[config.mk]
export PLATFORM = sky130hd
export DESIGN_NAME = gpio_irq_router
export DESIGN_NICKNAME = d
export VERILOG_FILES = /design/src/rtl/gpio_pkg.sv /design/src/rtl/gpio_regs.sv /design/src/rtl/gpio_line_detect.sv /design/src/rtl/gpio_irq_route.sv /design/src/rtl/gpio_irq_router.sv
export SDC_FILE = /design/constraint.sdc
export NUM_CORES = 1
export LEC_CHECK = 0
export BUFFER_PORTS_ARGS = -buffer_cell sky130_fd_sc_hd__buf_2
export CORE_MARGIN = 3
export CORE_UTILIZATION = 45
export CTS_CLUSTER_SIZE = 28
export DETAILED_ROUTE_END_ITERATION = 7
export PLACE_DENSITY_LB_ADDON = 0.05
export SLEW_MARGIN = 20
export SYNTH_ARGS = -nofsm -noshare
export SYNTH_HDL_FRONTEND = slang
export SYNTH_HIERARCHICAL = 1
export SYNTH_SLANG_ARGS = --single-unit
[constraint.sdc]
create_clock -name clk -period 2.9 [get_ports clk]
set_clock_uncertainty 0.2 [all_clocks]
set_input_delay 0.435 -clock clk [delete_from_list [all_inputs] [get_ports clk]]
set_output_delay 0.435 -clock clk [all_outputs]
set_load 0.02 [all_outputs]
[src/rtl/gpio_pkg.sv]
package gpio_pkg;

    localparam int MAX_LINES = 32;
    localparam int WORD_W    = 32;
    localparam int MAP_BYTE  = 8;

    // word indices (byte offset / 4)
    localparam int W_DATA = 0;
    localparam int W_OUT  = 1;
    localparam int W_DIR  = 2;
    localparam int W_EN   = 3;
    localparam int W_POL  = 4;
    localparam int W_EDGE = 5;
    localparam int W_SCR  = 6;
    localparam int W_MAP  = 8;

    // encoding is {edge, polarity}
    typedef enum logic [1:0] {
        TRIG_LOW_LVL  = 2'b00,
        TRIG_HIGH_LVL = 2'b01,
        TRIG_FALL     = 2'b10,
        TRIG_RISE     = 2'b11
    } trig_e;

    typedef struct packed {
        logic en;
        logic pol;
        logic edg;
    } line_cfg_t;

    typedef enum logic [3:0] {
        SEL_NONE, SEL_DATA, SEL_OUT, SEL_DIR, SEL_EN,
        SEL_POL, SEL_EDGE, SEL_SCR, SEL_MAP
    } reg_sel_e;

    typedef struct packed {
        logic               wr_en;
        reg_sel_e           sel;
        logic [2:0]         map_word;
        logic [WORD_W-1:0]  wdata;
    } bus_op_t;

    function automatic int clamp_lines(int n);
        return (n < 1 || n > MAX_LINES) ? MAX_LINES : n;
    endfunction

    function automatic logic line_hit(trig_e mode, logic cur, logic prv);
        case (mode)
            TRIG_LOW_LVL:  return ~cur;
            TRIG_HIGH_LVL: return cur;
            TRIG_FALL:     return prv & ~cur;
            default:       return cur & ~prv;
        endcase
    endfunction

    function automatic logic routes_to(logic [MAP_BYTE-1:0] m, int n_out, int target);
        return (m[MAP_BYTE-1] == 1'b0) && (target < n_out) &&
               (int'(m[MAP_BYTE-2:0]) == target);
    endfunction

endpackage

[src/rtl/gpio_regs.sv]
module gpio_regs
    import gpio_pkg::*;
#(
    parameter int NL     = 32,
    parameter int ADDR_W = 8,
    localparam int MAP_WORDS = (NL + 3) / 4,
    localparam int WIDX_W    = ADDR_W - 2
) (
    input  logic                     clk,
    input  logic                     rst,
    input  logic                     psel,
    input  logic                     penable,
    input  logic                     pwrite,
    input  logic [ADDR_W-1:0]        paddr,
    input  logic [WORD_W-1:0]        pwdata,
    output logic [WORD_W-1:0]        prdata,
    input  logic [NL-1:0]            pin_sync,
    output logic [NL-1:0]            out_q,
    output logic [NL-1:0]            dir_q,
    output line_cfg_t [NL-1:0]       cfg_q,
    output logic [NL-1:0][MAP_BYTE-1:0] map_q
);

    logic [NL-1:0]     en_q, pol_q, edg_q, scr_q;
    logic [WIDX_W-1:0] widx;
    bus_op_t           op;
    logic [WORD_W-1:0] rd;

    assign widx = paddr[ADDR_W-1:2];

    always_comb begin
        op.wr_en    = psel & penable & pwrite;
        op.wdata    = pwdata;
        op.sel      = SEL_NONE;
        op.map_word = '0;
        if (paddr[1:0] == 2'b00) begin
            case (int'(widx))
                W_DATA: op.sel = SEL_DATA;
                W_OUT:  op.sel = SEL_OUT;
                W_DIR:  op.sel = SEL_DIR;
                W_EN:   op.sel = SEL_EN;
                W_POL:  op.sel = SEL_POL;
                W_EDGE: op.sel = SEL_EDGE;
                W_SCR:  op.sel = SEL_SCR;
                default: begin
                    if (int'(widx) >= W_MAP && int'(widx) < W_MAP + MAP_WORDS) begin
                        op.sel      = SEL_MAP;
                        op.map_word = 3'(int'(widx) - W_MAP);
                    end
                end
            endcase
        end
    end

    always_ff @(posedge clk) begin
        if (rst) begin
            out_q <= '0;
            dir_q <= '0;
            en_q  <= '0;
            pol_q <= '0;
            edg_q <= '0;
            scr_q <= '0;
            for (int i = 0; i < NL; i++) map_q[i] <= '1;
        end else if (op.wr_en) begin
            case (op.sel)
                SEL_OUT:  out_q <= op.wdata[NL-1:0];
                SEL_DIR:  dir_q <= op.wdata[NL-1:0];
                SEL_EN:   en_q  <= op.wdata[NL-1:0];
                SEL_POL:  pol_q <= op.wdata[NL-1:0];
                SEL_EDGE: edg_q <= op.wdata[NL-1:0];
                SEL_SCR:  scr_q <= op.wdata[NL-1:0];
                SEL_MAP: begin
                    for (int i = 0; i < NL; i++)
                        if (i / 4 == int'(op.map_word))
                            map_q[i] <= op.wdata[WORD_W-1-MAP_BYTE*(i%4) -: MAP_BYTE];
                end
                default: ;
            endcase
        end
    end

    always_comb begin
        rd = '0;
        case (op.sel)
            SEL_DATA: rd[NL-1:0] = pin_sync;
            SEL_OUT:  rd[NL-1:0] = out_q;
            SEL_DIR:  rd[NL-1:0] = dir_q;
            SEL_EN:   rd[NL-1:0] = en_q;
            SEL_POL:  rd[NL-1:0] = pol_q;
            SEL_EDGE: rd[NL-1:0] = edg_q;
            SEL_SCR:  rd[NL-1:0] = scr_q;
            SEL_MAP: begin
                for (int i = 0; i < NL; i++)
                    if (i / 4 == int'(op.map_word))
                        rd[WORD_W-1-MAP_BYTE*(i%4) -: MAP_BYTE] = map_q[i];
            end
            default: ;
        endcase
        prdata = psel ? rd : '0;
    end

    for (genvar g = 0; g < NL; g++) begin : g_cfg
        assign cfg_q[g] = '{en: en_q[g], pol: pol_q[g], edg: edg_q[g]};
    end

endmodule

[src/rtl/gpio_line_detect.sv]
module gpio_line_detect
    import gpio_pkg::*;
#(
    parameter int NL = 32
) (
    input  logic               clk,
    input  logic               rst,
    input  logic [NL-1:0]      pin_in,
    input  line_cfg_t [NL-1:0] cfg,
    output logic [NL-1:0]      pin_sync,
    output logic [NL-1:0]      line_irq
);

    logic [NL-1:0] s1_q, s2_q, prev_q;

    always_ff @(posedge clk) begin
        if (rst) begin
            s1_q   <= '0;
            s2_q   <= '0;
            prev_q <= '0;
        end else begin
            s1_q   <= pin_in;
            s2_q   <= s1_q;
            prev_q <= s2_q;
        end
    end

    assign pin_sync = s2_q;

    for (genvar g = 0; g < NL; g++) begin : g_line
        trig_e mode;
        assign mode        = trig_e'({cfg[g].edg, cfg[g].pol});
        assign line_irq[g] = cfg[g].en & line_hit(mode, s2_q[g], prev_q[g]);
    end

endmodule

[src/rtl/gpio_irq_route.sv]
module gpio_irq_route
    import gpio_pkg::*;
#(
    parameter int NL    = 32,
    parameter int N_IRQ = 4
) (
    input  logic [NL-1:0]               line_irq,
    input  logic [NL-1:0][MAP_BYTE-1:0] map,
    output logic [N_IRQ-1:0]            irq_out
);

    logic [N_IRQ-1:0][NL-1:0] sel_m;

    for (genvar o = 0; o < N_IRQ; o++) begin : g_out
        for (genvar i = 0; i < NL; i++) begin : g_src
            assign sel_m[o][i] = routes_to(map[i], N_IRQ, o);
        end
        assign irq_out[o] = |(line_irq & sel_m[o]);
    end

endmodule

[src/rtl/gpio_irq_router.sv]
module gpio_irq_router
    import gpio_pkg::*;
#(
    parameter int N_LINES = 32,
    parameter int N_IRQ   = 4,
    parameter int ADDR_W  = 8,
    localparam int NL     = clamp_lines(N_LINES)
) (
    input  logic              clk,
    input  logic              rst,
    input  logic              psel,
    input  logic              penable,
    input  logic              pwrite,
    input  logic [ADDR_W-1:0] paddr,
    input  logic [31:0]       pwdata,
    output logic [31:0]       prdata,
    input  logic [NL-1:0]     pin_in,
    output logic [NL-1:0]     pin_out,
    output logic [NL-1:0]     pin_oe,
    output logic [N_IRQ-1:0]  irq_out
);

    logic [NL-1:0]               pin_sync, line_irq, irq_en_vec;
    line_cfg_t [NL-1:0]          cfg;
    logic [NL-1:0][MAP_BYTE-1:0] map;

    gpio_regs #(.NL(NL), .ADDR_W(ADDR_W)) i_regs (
        .clk(clk), .rst(rst), .psel(psel), .penable(penable), .pwrite(pwrite),
        .paddr(paddr), .pwdata(pwdata), .prdata(prdata), .pin_sync(pin_sync),
        .out_q(pin_out), .dir_q(pin_oe), .cfg_q(cfg), .map_q(map)
    );

    gpio_line_detect #(.NL(NL)) i_detect (
        .clk(clk), .rst(rst), .pin_in(pin_in), .cfg(cfg),
        .pin_sync(pin_sync), .line_irq(line_irq)
    );

    gpio_irq_route #(.NL(NL), .N_IRQ(N_IRQ)) i_route (
        .line_irq(line_irq), .map(map), .irq_out(irq_out)
    );

    for (genvar g = 0; g < NL; g++) begin : g_en
        assign irq_en_vec[g] = cfg[g].en;
    end

endmodule

==> summary.txt <==
Status
  • Status: finished with violations
  • Failing checks: setup timing

STA
  • Tcrit/Tclk final: 119%
  • Worst-Margin Slew: 656 ps
  • FMAX: 0.289 GHz
  • Setup violators final: 9
  • RSZ-0062 raised after global routing: yes
  • Post-route setup slack: -559 ps
  • Min Tclk post-route: 3460 ps
  • Max Slew Vio Count: 0
  • Hold WS: 35.8 ps
  • Slew Limit Headroom: 55.6%
  • Final Hold Fails: 0

Yosys
  • Synthesis Warnings: 6
  • Compound-cell area share of the yosys netlist: 16.7%
  • Main area contributors after synthesis: dfxtp_1 42%, nand2_1 15%, nand3b_1 7.4%
  • Area leader, netlist: dfxtp_1
  • Main flop type after synthesis: dfxtp_1
  • Net count after synthesis: 3454
  • Mapped cell area: 26200 sq um
  • Seq cells post-synth: approximately 540
  • Syn Area/Cell: between 7 and 8 sq um
  • Simple-gate share of the synthesized area: 34.6%
  • Largest family of logic cells by synthesized area: simple AND/OR/NAND/NOR gates
  • Adder-cell share of the synthesized area: 0%
  • Top-area cell type share of the netlist area: 41.6%
  • Sequential-to-total area share from yosys stat: around two fifths
  • Asr flop ratio synth: 0%
  • Number of synthesized flops with an enable pin: 0
  • Distinct cells, synth: 70
  • Post-Synth XOR/XNOR Area: 0%
  • Post-synthesis mux area share: 1.98%
  • Post-Synthesis Cells: 3377

Setup path
  • Worst reg2reg startpoint: i_regs/map_q[224]$_SDFFE_PP1P_
  • CP startpoint kind: flop
  • Worst setup path end: irq_out[0]
  • Reg2Reg Depth: 2
  • Crit path kind: reg -> out
  • Arr. time, crit path: approximately 2800 ps
  • Reg2reg setup slack: 1870 ps
  • FF-to-FF End: i_regs/map_q[224]$_SDFFE_PP1P_
  • Worst path required time: around 2300 ps
  • Worst Setup SP: i_detect/pin_sync[10]$_SDFF_PP0_
  • Worst setup EP type: primary output
  • Crit Path Max Fanout: 4

Detailed routing
  • DR iter-0 viols: 3311
  • DR pass1 iterations: 6
  • Via/cell ratio: around 6.1
  • DRC: 0
  • Routed Wire Length: 115000 microns
  • DR vias: 27500
  • DRT antenna net count: 0
  • WL/cell: roughly 26 microns

Global routing
  • Largest net degree at the start of global routing: 107
  • Initial antenna violation count: 4
  • First-pass GRT wire length: roughly 170000 microns
  • Vias in the first global route: approximately 26000
  • Overall Global Routing Usage: 36.4%
  • Total grt overflow: 0

Placed design
  • DP HPWL: 80500 microns
  • Final GP Congestion: between 1 and 1.5
  • IO buf count: between 150 and 200

Finish
  • Total area of sequential cells: 10900 sq um
  • Share of cells above drive strength 1: between 20% and 30%
  • Final core utilization: about three fifths
  • Area grow syn2layout: 28.6%
  • Final nets: 3765
  • Fillers: ~5200
  • Multi-input logic area: 15300 sq um
  • Diode count: 0

Clock tree
  • H-tree depth: 2
  • Reg clk slew, reported paths: 60 ps
  • Total clock buffers created by CTS: 60
  • Clk_lat worst skew: 640 ps
  • CTS root buffer: clkbuf_16
  • TritonCTS clock tree: yes
  • Clock sinks: 544
  • CTS max path bufs: 3

Die
  • Die area: between 60000 and 70000 sq um
  • Core region area: 56900 sq um
  • Rows: between 80 and 90
  • Starting Density: roughly 46%
  • Die X: 247 microns
  • Die Y: 247 microns
  • Number of I/O pins: 177

Pwr
  • Leakage: 13.4 nW
  • PD cells: 487 nW/um^2
  • Peak VDD IR: 0.514 mV

Hold path
  • Hold crit path type: in -> reg
  • Hold Path Stages: 3

Job
  • # Max-Cap Violations: 0
==> logic make-up after synthesis <==
| group | count (synthesis) |
|---|---|
| simple gates | 1824 |
| compound gates | 678 |
| flops | 544 |
| buf+inv | 282 |
| mux | 49 |
==> timing repair <==
action | 4_1_cts | 5_1_grt
gates cloned | 1 | 2
pin swaps | 45 | 57
buffers inserted | 5 | 12
hold buffers | 41 | 0
resized for setup | 185 | 181
endpoints found under the setup margin | 36 | 36
endpoints found under the hold margin | 63 | 0
==> registers in the layout, summed over array words and instances (netlist names) <==
register,cells
i_regs/edg_q,32
i_regs/pol_q,32
i_regs/out_q,32
i_detect/s1_q,32
i_regs/dir_q,32
i_regs/en_q,32
i_regs/scr_q,32
i_detect/prev_q,32
i_regs/map_q,256
i_detect/pin_sync,32
==> worst min path at each step <==
| stage | startpoint | slack [ps] | to |
|---|---|---|---|
| after floorplan | i_detect/s1_q[0]$_SDFF_PP0_ | 210 | i_detect/pin_sync[0]$_SDFF_PP0_ |
| after global placement | i_detect/s1_q[11]$_SDFF_PP0_ | 220 | i_detect/pin_sync[11]$_SDFF_PP0_ |
| after detailed placement | i_detect/s1_q[13]$_SDFF_PP0_ | 220 | i_detect/pin_sync[13]$_SDFF_PP0_ |
| after CTS | pwdata[6] | 0.03 | i_regs/edg_q[6]$_SDFFE_PP0P_ |
| after global routing | pwdata[0] | 20 | i_regs/dir_q[0]$_SDFFE_PP0P_ |
| final | pwdata[5] | 40 | i_regs/out_q[5]$_SDFFE_PP0P_ |
==> final cells by class <==
cell class	count	area share [%]
Multi-Input combinational cell	2551	45.4
Sequential cell	544	32.5
Timing Repair Buffer	524	13.5
Clock buffer	91	5.31
Tap cell	756	2.81
Clock inverter	14	0.476
Inverter	7	0.0781
==> cell usage in the layout, fill, tap and decap left out, drive strengths merged, types with 11 or more instances in the layout <==
master | synthesis | layout
nand2 | 1051 | 1051
dfxtp | 544 | 544
buf | 150 | 481
nand3b | 259 | 259
a21oi | 256 | 256
nor2b | 130 | 130
o21ai | 116 | 116
clkbuf | 125 | 93
nor2 | 81 | 81
nor3 | 77 | 77
nand3 | 68 | 68
o22ai | 58 | 58
nor4b | 55 | 55
o21a | 47 | 47
nor4 | 42 | 42
dlygate4sd3 | 0 | 41
a22oi | 41 | 41
a222oi | 33 | 33
mux2i | 27 | 27
mux2 | 22 | 22
nand4 | 19 | 19
o2bb2ai | 18 | 18
o2111a | 17 | 17
a221oi | 15 | 15
a211oi | 12 | 12
a32oi | 11 | 11
or3 | 11 | 11
==> worst max-delay path, cell delays in order, from the launching register on <==
cell	delay, ps
dfxtp_1	490
nand2_1	90
a21oi_1	130
o21a_1	170
nor4b_1	290
buf_4	230
nand2_1	70
o22ai_1	310
nor4_2	110
nand4_1	160
buf_6	140
==> cells in the mapped netlist (all sizes together), types with 3 or more instances <==
cell and number:
nand3 68, mux2i 27, nand2b 6, o32ai 3, o221ai 6, a211oi 12
or3 11, a21oi 256, nand4 19, nor4b 55, a32oi 11, nor3 77
o21a 47, a222oi 33, and3 8, and4 3, o2111ai 10, nor4 42
clkbuf 125, a22o 10, nand3b 259, nor2 81, nand2 1051, a22oi 41
buf 150, nor2b 130, o22ai 58, o22a 6, o21ai 116, a221oi 15
dfxtp 544, o2bb2ai 18, mux2 22, o2111a 17, o211a 4, inv 7
o211ai 6
==> stage by stage <==
stage	setup TNS, ps	power [mW]	worst slack, ps	cells	cell area [sq um]
finish	-2150	16.4	-559	4487	33700
global route	-2570	16.8	-619	4487	33700
CTS	-1990	16.4	-573	4476	32700
detailed placement	-3430	8.72	-218	4327	29500
global placement	-2910	8.71	-234	4327	29500
floorplan	0	8.24	129	3377	26200
==> where the power goes <==
part / switching [mW] / internal [mW]
logic: 0.699 / 0.443
clock network: 3.26 / 4.40
registers: 0.0423 / 7.53
total: 4.01 / 12.4
==> metal layers <==
| metal | track usage (%) | up-vias | part of all wire (%) |
|---|---|---|---|
| li1 | - | 12400 | - |
| met1 | 49.2 | 13400 | 42 |
| met2 | 56.9 | 1382 | 44 |
| met3 | 6.93 | 275 | 9.2 |
| met4 | 15.2 | 4 | 4.3 |
| met5 | 0 | - | 0.024 |
(Power assumes the default switching activity.)
